===== src/rtl/exc_seq_pkg.sv =====
package exc_seq_pkg;

    typedef enum logic [2:0] {
        END_EXEC     = 3'd0,
        END_ILLEGAL  = 3'd1,
        END_PRIV     = 3'd2,
        END_PREEMPT  = 3'd3,
        END_RST_ABT  = 3'd4,
        END_BUS_ABT  = 3'd5,
        END_ADR_ABT  = 3'd6,
        END_RESERVED = 3'd7
    } end_code_e;

    typedef enum logic [1:0] {
        KIND_NONE  = 2'd0,
        KIND_TRAP  = 2'd1,
        KIND_TRACE = 2'd2,
        KIND_IRQ   = 2'd3
    } req_kind_e;

    typedef enum logic [1:0] {
        ST_IDLE,
        ST_TRAP,
        ST_TRACE,
        ST_IRQ
    } seq_state_e;

    typedef struct packed {
        logic trap;
        logic trace;
        logic irq;
    } pend_t;

endpackage


===== src/rtl/exc_eligibility.sv =====
module exc_eligibility
    import exc_seq_pkg::*;
(
    input  logic [2:0] end_code,
    input  logic       trace_en,
    input  logic       trap_req,
    input  logic       irq_pend,
    output pend_t      elig
);
    logic executed;
    logic irq_ok;

    always_comb begin
        executed = (end_code == END_EXEC);
        // Interrupts are still taken after faults of the instruction itself,
        // but not after aborts, which are handled by a higher-ranked path.
        irq_ok = (end_code == END_EXEC)    || (end_code == END_ILLEGAL) ||
                 (end_code == END_PRIV)    || (end_code == END_PREEMPT);
        elig.trap  = executed && trap_req;
        elig.trace = executed && trace_en;
        elig.irq   = irq_ok && irq_pend;
    end
endmodule


===== src/rtl/exc_seq_fsm.sv =====
module exc_seq_fsm
    import exc_seq_pkg::*;
#(
    parameter int VEC_W = 8
) (
    input  logic             clk,
    input  logic             rst_n,
    input  logic             insn_done,
    input  pend_t            elig,
    input  logic [VEC_W-1:0] trap_vec_in,
    input  logic             req_ready,
    output seq_state_e       state,
    output logic [VEC_W-1:0] trap_vec_q,
    output logic             req_valid,
    output logic [1:0]       req_kind,
    output logic             busy
);
    seq_state_e       state_n;
    pend_t            pend_q, pend_n;
    logic [VEC_W-1:0] tvec_n;
    logic             accept;

    function automatic seq_state_e pick(input pend_t p);
        if (p.trap)       return ST_TRAP;
        else if (p.trace) return ST_TRACE;
        else if (p.irq)   return ST_IRQ;
        else              return ST_IDLE;
    endfunction

    function automatic pend_t drop(input pend_t p);
        pend_t r;
        r = p;
        if (p.trap)       r.trap  = 1'b0;
        else if (p.trace) r.trace = 1'b0;
        else              r.irq   = 1'b0;
        return r;
    endfunction

    assign accept = req_valid && req_ready;

    // next-state and pending-set logic
    always_comb begin
        state_n = state;
        pend_n  = pend_q;
        tvec_n  = trap_vec_q;
        unique case (state)
            ST_IDLE: begin
                if (insn_done) begin
                    state_n = pick(elig);
                    pend_n  = drop(elig);
                    tvec_n  = trap_vec_in;
                end
            end
            ST_TRAP, ST_TRACE, ST_IRQ: begin
                if (accept) begin
                    state_n = pick(pend_q);
                    pend_n  = drop(pend_q);
                end
            end
            default: state_n = ST_IDLE;
        endcase
    end

    // state register
    always_ff @(posedge clk or negedge rst_n) begin
        if (!rst_n) begin
            state      <= ST_IDLE;
            pend_q     <= '0;
            trap_vec_q <= '0;
        end else begin
            state      <= state_n;
            pend_q     <= pend_n;
            trap_vec_q <= tvec_n;
        end
    end

    // outputs
    always_comb begin
        req_valid = 1'b0;
        req_kind  = KIND_NONE;
        busy      = 1'b0;
        unique case (state)
            ST_IDLE:  ;
            ST_TRAP:  begin req_valid = 1'b1; busy = 1'b1; req_kind = KIND_TRAP;  end
            ST_TRACE: begin req_valid = 1'b1; busy = 1'b1; req_kind = KIND_TRACE; end
            ST_IRQ:   begin req_valid = 1'b1; busy = 1'b1; req_kind = KIND_IRQ;   end
            default:  ;
        endcase
    end

    assert_hold_R6: assert property (@(posedge clk) disable iff (!rst_n)
        (req_valid && !req_ready) |=> (req_valid && $stable(req_kind)));

    assert_trace_next_R4: assert property (@(posedge clk) disable iff (!rst_n)
        (state == ST_TRACE && req_ready) |=> (state == ST_IRQ || state == ST_IDLE));

    assert_irq_last_R4: assert property (@(posedge clk) disable iff (!rst_n)
        (state == ST_IRQ && req_ready) |=> (state == ST_IDLE));

    assert_ignore_R8: assert property (@(posedge clk) disable iff (!rst_n)
        (busy && !req_ready) |=> ($stable(pend_q) && $stable(trap_vec_q)));

    assert_trap_first_R3: assert property (@(posedge clk) disable iff (!rst_n)
        (state == ST_IDLE && insn_done && elig.trap) |=> (state == ST_TRAP));

    assert_nothing_due_R10: assert property (@(posedge clk) disable iff (!rst_n)
        (state == ST_IDLE && insn_done && elig == '0) |=> !busy);
endmodule


===== src/rtl/exc_vec_sel.sv =====
module exc_vec_sel
    import exc_seq_pkg::*;
#(
    parameter int             VEC_W     = 8,
    parameter logic [VEC_W-1:0] TRACE_VEC = 9,
    parameter logic [VEC_W-1:0] IRQ_VEC   = 30
) (
    input  seq_state_e       state,
    input  logic [VEC_W-1:0] trap_vec_q,
    output logic [VEC_W-1:0] vec
);
    always_comb begin
        unique case (state)
            ST_TRAP:  vec = trap_vec_q;
            ST_TRACE: vec = TRACE_VEC;
            ST_IRQ:   vec = IRQ_VEC;
            default:  vec = '0;
        endcase
    end
endmodule


===== src/rtl/exc_order_seq.sv =====
module exc_order_seq
    import exc_seq_pkg::*;
#(
    parameter int               VEC_W     = 8,
    parameter logic [VEC_W-1:0] TRACE_VEC = 9,
    parameter logic [VEC_W-1:0] IRQ_VEC   = 30
) (
    input  logic             clk,
    input  logic             rst_n,
    input  logic             insn_done,
    input  logic [2:0]       end_code,
    input  logic             trace_en,
    input  logic             trap_req,
    input  logic [VEC_W-1:0] trap_vec,
    input  logic             irq_pend,
    output logic             req_valid,
    input  logic             req_ready,
    output logic [1:0]       req_kind,
    output logic [VEC_W-1:0] req_vec,
    output logic             busy
);
    pend_t            elig;
    seq_state_e       state;
    logic [VEC_W-1:0] trap_vec_q;

    exc_eligibility u_elig (
        .end_code (end_code),
        .trace_en (trace_en),
        .trap_req (trap_req),
        .irq_pend (irq_pend),
        .elig     (elig)
    );

    exc_seq_fsm #(.VEC_W(VEC_W)) u_fsm (
        .clk         (clk),
        .rst_n       (rst_n),
        .insn_done   (insn_done),
        .elig        (elig),
        .trap_vec_in (trap_vec),
        .req_ready   (req_ready),
        .state       (state),
        .trap_vec_q  (trap_vec_q),
        .req_valid   (req_valid),
        .req_kind    (req_kind),
        .busy        (busy)
    );

    exc_vec_sel #(.VEC_W(VEC_W), .TRACE_VEC(TRACE_VEC), .IRQ_VEC(IRQ_VEC)) u_vec (
        .state      (state),
        .trap_vec_q (trap_vec_q),
        .vec        (req_vec)
    );

    assert_vec_hold_R6: assert property (@(posedge clk) disable iff (!rst_n)
        (req_valid && !req_ready) |=> $stable(req_vec));

    assert_abort_quiet_R2: assert property (@(posedge clk) disable iff (!rst_n)
        (!busy && insn_done && end_code != 3'd0) |=> (req_kind != 2'd2 && req_kind != 2'd1));
endmodule


===== config.mk =====
export PLATFORM = sky130hd
export DESIGN_NAME = exc_order_seq
export DESIGN_NICKNAME = d
export VERILOG_FILES = /design/src/rtl/exc_seq_pkg.sv /design/src/rtl/exc_eligibility.sv /design/src/rtl/exc_seq_fsm.sv /design/src/rtl/exc_vec_sel.sv /design/src/rtl/exc_order_seq.sv
export SDC_FILE = /design/constraint.sdc
export NUM_CORES = 1
export LEC_CHECK = 0
export ABC_CLOCK_PERIOD_IN_PS = 3000
export BUFFER_PORTS_ARGS = -buffer_cell sky130_fd_sc_hd__buf_2
export CORE_MARGIN = 5
export CORE_UTILIZATION = 47
export DETAILED_ROUTE_END_ITERATION = 8
export GPL_TIMING_DRIVEN = 0
export PLACE_DENSITY = 0.79
export SETUP_SLACK_MARGIN = 0.5
export SYNTH_ARGS = -nofsm -noshare
export SYNTH_HDL_FRONTEND = slang
export SYNTH_HIERARCHICAL = 1
export SYNTH_SLANG_ARGS = --single-unit

===== constraint.sdc =====
create_clock -name clk -period 3 [get_ports clk]
set_clock_uncertainty 0.15 [all_clocks]
set_input_delay 0.45 -clock clk [delete_from_list [all_inputs] [get_ports clk]]
set_output_delay 0.45 -clock clk [all_outputs]
set_load 0.01 [all_outputs]

---- After elaboration in Yosys (flattened, before gate mapping) ----
Index checks and enable logic that the tools add are counted.
cells by class
  muxes and demuxes ....................... 19
  equal/unequal tests ..................... 10
  reduce and logical (&&, ||, !) cells .... 14
operator list
  cell                                                                      number
  8-bit one-hot mux with 3 select lines                                     1
  2-bit two-way mux                                                         10
  3-bit by 2-bit equality test with 1-bit output (second input constant)    2
  3-bit two-way mux                                                         2
  2-bit inequality test (second input constant)                             3
  2-bit one-hot mux with 3 select lines                                     1
  3-bit one-hot mux with 2 select lines                                     1
  2-bit equality test (second input constant)                               2
  1-bit logical AND                                                         4
  2-bit one-hot mux with 2 select lines                                     1
  2-bit AND reduction                                                       2
  4-bit AND reduction                                                       1
  3-bit by 1-bit equality test with 1-bit output (second input constant)    1
  3-bit logical NOT                                                         1
  1-bit logical OR                                                          3
  1-bit two-way mux                                                         3
  3-bit AND reduction                                                       1
  3-bit OR reduction                                                        1
  2-bit by 1-bit equality test with 1-bit output (second input constant)    1
  2-bit logical NOT                                                         1
  2-bit by 1-bit inequality test with 1-bit output (second input constant)  1
storage, ports and cells
  register bits ........................... 13
  logic and storage cells ................. 48
  output and inout port bits .............. 12

---- Logic depth before layout (Yosys ltp) ----
Gate-level depths: netlist (run 1).
  word-level depth ........................ 10
  mapped depth ............................ 5
  mapped depth without buffers ............ 4

---- Cells and area by module ----
Netlist (run 1), hierarchy kept.
by module, submodules not included
  module           times used  sequential area each (sq um)  area each (sq um)  cells an instance
  exc_seq_fsm      1           300.3                         591.8              47
  exc_vec_sel      1           0.0                           72.6               10
  exc_eligibility  1           0.0                           23.8               3

---- Least setup slack after synthesis (run 1) ----
No wires, ideal clock.
  kind .................................... register -> output
  start point ............................. register u_fsm.state[1]
  end point ............................... output port req_kind[1]
  required time ........................... 2.400 ns
  stages on the path, launching flop included .. 2
  slack ................................... 1.288 ns
  data arrival time ....................... 1.112 ns
  cells stage by stage .................... dfrtp_1 dlygate4sd3_1
on the way
  word-level cells in the longest chain between the ends .. 2
  elaborated cells between the ends (all ways) .. 4
  those cells by class .................... 3 x eq/ne; 1 x mux
RTL lines
  what                                                                                          line                 source
  from (decl)                                                                                   exc_seq_fsm.sv:12    output seq_state_e state,
  from (signal assigned)                                                                        exc_seq_fsm.sv:71    state <= state_n;
  2-bit equality test / 2-bit by 1-bit equality test with 1-bit output (equally long branches)  exc_seq_fsm.sv:82    unique case (state)
  2-bit one-hot mux with 3 select lines *                                                       exc_seq_fsm.sv:82
  to (decl)                                                                                     exc_order_seq.sv:18  output logic [1:0] req_kind,
Mark *: on every way between the ends. The rest lies on a longest branch, timed or not.

---- Worst setup path after layout (run 1) ----
Ends and elaborated chain as after synthesis.

==> run metrics, run 1 <==
Yosys top cell area share=between 40% and 50%; Vias/cell=about 5.3; first-pass GRT wire length=2470 um; gpl congestion=about 0.73; final setup fails=0; register bit count reported by yosys=12; leakage=approximately 0.47 nW; Final Max Slew Viols=0; total global routing overflow=0; pin count of the biggest net entering global routing=13; mean post-synth cell area=approximately 11 sq um; vias in the first global route=594; part of the power in registers=35.7%; Layout Cells excl Fill=109; Tmin final=2170 ps; internal cell power=0.538 mW; Final Hold Viols=0; Post-CTS Repair Setup Buffers=0; 1st-pass router iterations=4; WP data arrival=about 1600 ps; worst vdd ir=around 0.00041 V; initial core utilization=51.0%; number of antenna violations at the first check in global routing=0; Core Region=1350 sq um; CP max stage delay=roughly 600 ps; Area growth, synth to finish=30.5%; sw power=0.285 mW; nets=113; WL per Instance=14.1 um; Buf/Inv on CP=2; Final ANT Viol Nets=0; Skew-Pair Late Insertion Delay=270 ps; Iter 0 DRT Violations=8; Hold Crit Class=in -> reg; Ys Warns=6; worst hold slack=255 ps; number of synthesized flops with an enable pin=0; Root Buffer=clkbuf_4; cell count after synthesis=60; CP Max Fanout=11; setup_tns=0 ps; Cell Area, Synth=just under 700 sq um; Synth area leader=dfrtp_1; IO Port Bufs=29; dpl hpwl=around 1100 um; final WL=1530 um; Startpoint Class=flip-flop; crit path cell chain=dlygate4sd3_1 -> buf_2; register area share after synthesis=43.6%; Die ar.=2330 sq um; Worst setup EP type=primary output; FP Rows=13; CTS Buffer Depth=2; GRT Total Usage=15.4%; Die X=just under 50 um; clock group share of total power=15.6%; clk slew on worst S/H paths=around 80 ps; Synth top cells by count=12 x dfrtp_1, 5 x mux2_4; CTS tree=done; Placed Area=852 sq um; Sink Count=12; fmax=460 MHz; Net Sw Frac=34.7%; H-tree Lvls=1; main area contributors after synthesis=dfrtp_1 44%, mux2_4 11%, mux2_2 4.9%, o21a_1 3.3%, buf_12 2.9%; number of max-cap violations=0; Worst Max-Slew Pin Slew=768 ps; via count=between 500 and 600; I/O Pins=30; dpl cells=104; Yosys cell types=27; count leader, synth=dfrtp_1; Crit-path slowest cell=dlygate4sd3_1; combinational share of power=48.7%; Setup CP Type=reg -> out; Final Cell Area=898 sq um; RSZ-0062 raised after global routing=no; layout cells sized above 1=approximately half; Hold Path Depth=2; Reg2Reg Depth=4; WP data required=2400 ps; dpl ws=1120 ps; Async SR Flop Fraction=100%; cts bufs inserted=3; Power Dens Cells=916 nW/um^2; Die Y-Extent=48.3 um; Inserted Diodes=0; post-route worst setup slack=around 830 ps; Slew headroom=48.1%; ys flop type=dfrtp_1; WP depth=2; outcome=finished, final reports clean; Fillers=between 100 and 150; Syn Nets=78; CP delay by family, top=buffers and inverters; Post-route DRC=0; Final Cycle Share=72.4%
## power groups by stage
stage | sequential, mW | clock (mW) | combinational, mW
3_3_place_gp | 0.292 | 0 | 0.393
2_1_floorplan | 0.276 | 0 | 0.290
6_report | 0.294 | 0.128 | 0.401
5_1_grt | 0.303 | 0.138 | 0.437
4_1_cts | 0.295 | 0.132 | 0.406
3_5_place_dp | 0.299 | 0 | 0.401
## placed cells by master, fill, tap and decap left out
cell type and n:
o32ai_2 1, buf_2 29, clkbuf_4 3, o21a_1 3, nand2b_1 2, a21o_1 2
nor3_1 2, nor2b_1 2, o21ai_0 3, buf_6 1, or3b_1 1, nand3_1 1
a21oi_1 3, nor2_1 3, nor2b_2 1, buf_12 1, mux2_2 3, and2_1 3
clkbuf_8 1, dlygate4sd3_1 2, nand2_1 1, a21o_2 1, mux2_4 5, inv_1 2
nor4b_1 2, mux2i_1 1, clkbuf_1 1, o211ai_1 1, dfrtp_1 12, buf_4 1
## per-layer routing
metal | vias to the layer above | GRT usage (%) | share of wire (%)
met5 | - | 0 | 0
met3 | 4 | 1.11 | 6.5
met2 | 22 | 27.3 | 51
li1 | 279 | - | -
met4 | 0 | 9.68 | 1.5
met1 | 272 | 17.7 | 41
## timing repair
action	in CTS	in global routing
hold endpoints to repair	12	0
gates resized for setup	0	0
hold buffers	1	0
## final timing paths
path | startpoint | end | slack [ps]
hold / removal | trap_vec[4] | u_fsm/trap_vec_q[4] | 250
max in group asynchronous | rst_n | u_fsm/pend_q[1] | 2030
setup / recovery | u_fsm/state[1] | req_kind[1] | 830
setup reg to reg | u_fsm/state[1] | u_fsm/trap_vec_q[6] | 1200
hold reg to reg | u_fsm/trap_vec_q[7] | u_fsm/trap_vec_q[7] | 350
min in group asynchronous | rst_n | u_fsm/trap_vec_q[3] | 460
## registers in the layout, indices dropped and copies added, names as in the netlist
name / flops
u_fsm/pend_q: 2
u_fsm/trap_vec_q: 8
u_fsm/state: 2
## worst register-to-register path: stages (launching register included)
cell	delay [ps]
dfrtp_1	520
or3b_1	440
buf_6	140
buf_12	140
mux2_4	300
## stage by stage
| stage | util, % | total power, mW |
|---|---|---|
| 3_3_place_gp | 63.1 | 0.685 |
| 2_1_floorplan | - | 0.566 |
| 3_5_place_dp | 63.1 | 0.699 |
| 4_1_cts | 66.5 | 0.833 |
| 5_1_grt | 66.5 | 0.879 |
| 6_report | 66.5 | 0.823 |
## logic make-up (layout without fill, tap and decap cells)
logic type	after synthesis	after routing	share of synthesized area, %
AND/OR/NAND/NOR	18	18	15.8
AO/OA/AOI/OAI	14	14	14.5
flip-flops	12	12	43.6
multiplexers	9	9	17.3
buffers and inverters	7	41	8.73
## area by class of cell
type	count	area [sq um]	share of cell area, %
Buffer	5	52.6	5.85
Tap cell	15	18.8	2.09
Multi-Input combinational cell	41	328	36.5
Timing Repair Buffer	30	155	17.3
Inverter	2	7.51	0.836
Clock buffer	4	36.3	4.04
Sequential cell	12	300	33.4
(Power assumes the default switching activity.)
==> run 2, diff against run 1 <==
Settings changed: ABC_AREA set to 1, ABC_CLOCK_PERIOD_IN_PS 3000 to 2100, CORE_UTILIZATION 47 to 46, PLACE_DENSITY 0.79 to 0.77.
Clock period 3 ns to 2.1 ns, I/O delays scaled along.
==> run metrics, run 2 <==
Synth area leader=dfrtp_1 (unchanged); biggest regs=u_fsm/trap_vec_q: 8 flops, u_fsm/pend_q: 2 flops, u_fsm/state: 2 flops (unchanged); Hold Crit Class=in -> reg (unchanged); pin count of the biggest net entering global routing=13 (unchanged); Startpoint Class=flip-flop (unchanged); Final Hold Viols=0 (unchanged); CTS Buffer Depth=2 (unchanged); Vias/cell=4.51 (was 5.29); Area growth, synth to finish=43.0% (was 30.5%); Final ANT Viol Nets=0 (unchanged); Final Cycle Share=75.6%; clk slew on worst S/H paths=80 ps (about the same); FP Rows=14 (was 13); worst vdd ir=0.000612 V (was 0.000409 V); Die ar.=2450 sq um (was 2330 sq um); Biggest register=u_fsm/trap_vec_q (unchanged); final WL=1680 um (was 1530 um); Worst setup EP type=primary output (unchanged); Core Region=1490 sq um (was 1350 sq um); I/O Pins=30 (unchanged); ys flop type=dfrtp_1 (unchanged); number of antenna violations at the first check in global routing=0 (unchanged); Root Buffer=clkbuf_4 (unchanged); commonest non-fill, non-tap cell in the layout=nand2_1 (was buf_2); Power Dens Cells=1230 nW/um^2 (was 916 nW/um^2); RSZ-0062 raised after global routing=yes (was no); Yosys cell types=15 (was 27); CTS tree=done (unchanged); initial core utilization=48.2% (was 51.0%); WL per Instance=10.3 um (was 14.1 um); Placed Area=883 sq um (was 852 sq um); Inserted Diodes=0 (unchanged); max reg flops=8 (unchanged); via count=735 (was 577); Async SR Flop Fraction=100% (unchanged); nets=166 (was 113); Worst Max-Slew Pin Slew=265 ps (was 768 ps); post-route worst setup slack=512 ps (was 828 ps); first-pass GRT wire length=2770 um (was 2470 um); Syn Nets=124 (was 78); GRT Total Usage=14.6% (was 15.4%); cell count after synthesis=106 (was 60); Die Y-Extent=49.5 um (was 48.3 um); Yosys top cell area share=41.8% (was 43.6%); cts bufs inserted=3 (unchanged); number of max-cap violations=0 (unchanged); IO Port Bufs=29 (unchanged); Layout Cells excl Fill=163 (was 109); Skew-Pair Late Insertion Delay=270 ps (about the same); 1st-pass router iterations=4 (unchanged); Slew headroom=82.3% (was 48.1%); layout cells sized above 1=39.5% (was 50.0%); Final Cell Area=1030 sq um (was 898 sq um); final setup fails=0 (unchanged); setup_tns=0 ps (unchanged); dpl hpwl=1220 um (was 1120 um); total global routing overflow=0 (unchanged); post-layout util=69.0% (was 66.5%); Synth top cells by count=44 x nand2_1, 14 x inv_1, 13 x nor2_1, 12 x dfrtp_1, 6 x nand3_1 (was 12 x dfrtp_1, 5 x mux2_4); register area share after synthesis=41.8% (was 43.6%); Cell Area, Synth=718 sq um (was 688 sq um); main area contributors after synthesis=dfrtp_1 42%, nand2_1 23%, inv_1 7.3%, nor2_1 6.8%, nand2_4 4.7% (was dfrtp_1 44%, mux2_4 11%, mux2_2 4.9%, o21a_1 3.3%, buf_12 2.9%); dpl cells=151 (was 104); WP data arrival=1120 ps (was 1570 ps); gpl congestion=0.730 (about the same); Die X=49.5 um (was 48.3 um); worst hold slack=80.7 ps (was 255 ps); count leader, synth=nand2_1 (was dfrtp_1); dpl ws=598 ps (was 1120 ps); Ys Warns=6 (unchanged); Final Max Slew Viols=0 (unchanged); WP data required=1630 ps (was 2400 ps); Post-route DRC=0 (unchanged); Setup CP Type=reg -> out (unchanged); Sink Count=12 (unchanged); vias in the first global route=647 (was 594); Final Power=1.26 mW (was 0.823 mW); H-tree Lvls=1 (unchanged); mean post-synth cell area=6.78 sq um (was 11.5 sq um); commonest non-fill, non-tap cells in the layout=44 x nand2_1, 28 x buf_2, 13 x inv_1 (was 29 x buf_2, 12 x dfrtp_1, 5 x mux2_4); CP Max Fanout=5 (was 11); Tmin final=1590 ps; register bit count reported by yosys=12 (unchanged); outcome=finished, final reports clean (unchanged); Iter 0 DRT Violations=18 (was 8); number of synthesized flops with an enable pin=0 (unchanged); fmax=630 MHz; leakage=0.621 nW (was 0.466 nW)
-- run 2: cell types whose count changed after synthesis, sizes merged, moves of 2 or more --
cell	delta
nor2	+12
and2	-3
a21oi	-3
nand2	+48
nor3	-2
buf	-2
o21a	-3
nand2b	-2
nor4b	-2
nor2b	-3
inv	+15
nand3	+5
a21o	-3
mux2	-8
-- run 2: worst max-delay path: stages (launching register included) --
cell and delay [ps]:
dfrtp_2 450, buf_6 150, nor2_1 80, nor2_1 40, buf_2 130
-- run 2: worst paths after layout --
path / from / slack (ps) / to / depth (start not counted)
worst max-delay path: u_fsm/state[1] / 510 / req_vec[2] / 4
worst min-delay path: trap_vec[6] / 80 / u_fsm/trap_vec_q[6] / 3
max in group asynchronous: rst_n / 1280 / u_fsm/state[1] / 2
worst min register to register: u_fsm/trap_vec_q[5] / 330 / u_fsm/trap_vec_q[5] / 2
min in group asynchronous: rst_n / 290 / u_fsm/trap_vec_q[3] / 2
worst max register to register: u_fsm/state[0] / 610 / u_fsm/state[0] / 6
-- run 2: layout make-up --
| cell class | count | area [sq um] |
|---|---|---|
| buffer | 3 | 18.8 |
| inverter | 17 | 63.8 |
| fill | 140 | 462 |
| tap | 16 | 20.0 |
| multi-input combinational | 74 | 364 |
| sequential | 12 | 303 |
| clock buffer | 4 | 36.3 |
| timing repair buffer | 37 | 221 |
-- run 2: cells by family after synthesis --
kind of cell	synth area share, %
buffers and inverters	11.0
and+or+nand+nor	44.1
DFF	41.8
AOI/OAI and AO/OA	3.14
-- run 2: timing repair --
| action | CTS | global route |
|---|---|---|
| buffers inserted | 6 | 1 |
| setup endpoints to repair | 9 | 8 |
| gates resized for setup | 6 | 8 |
| pin swaps | 2 | 6 |
| hold buffers | 1 | 0 |
| endpoints found under the hold margin | 12 | 0 |
-- run 2: power breakdown --
group	switching, mW	total, mW	internal, mW
sequential	0.0727	0.395	0.323
clock	0.0786	0.184	0.105
combinational	0.372	0.684	0.313
-- run 2: per-layer routing --
layer,GRT usage (%),vias up,wire [um]
met5,0,-,0
li1,-,397,-
met2,22.5,14,854
met4,4.37,0,12
met3,6.02,2,85
met1,18.5,322,722
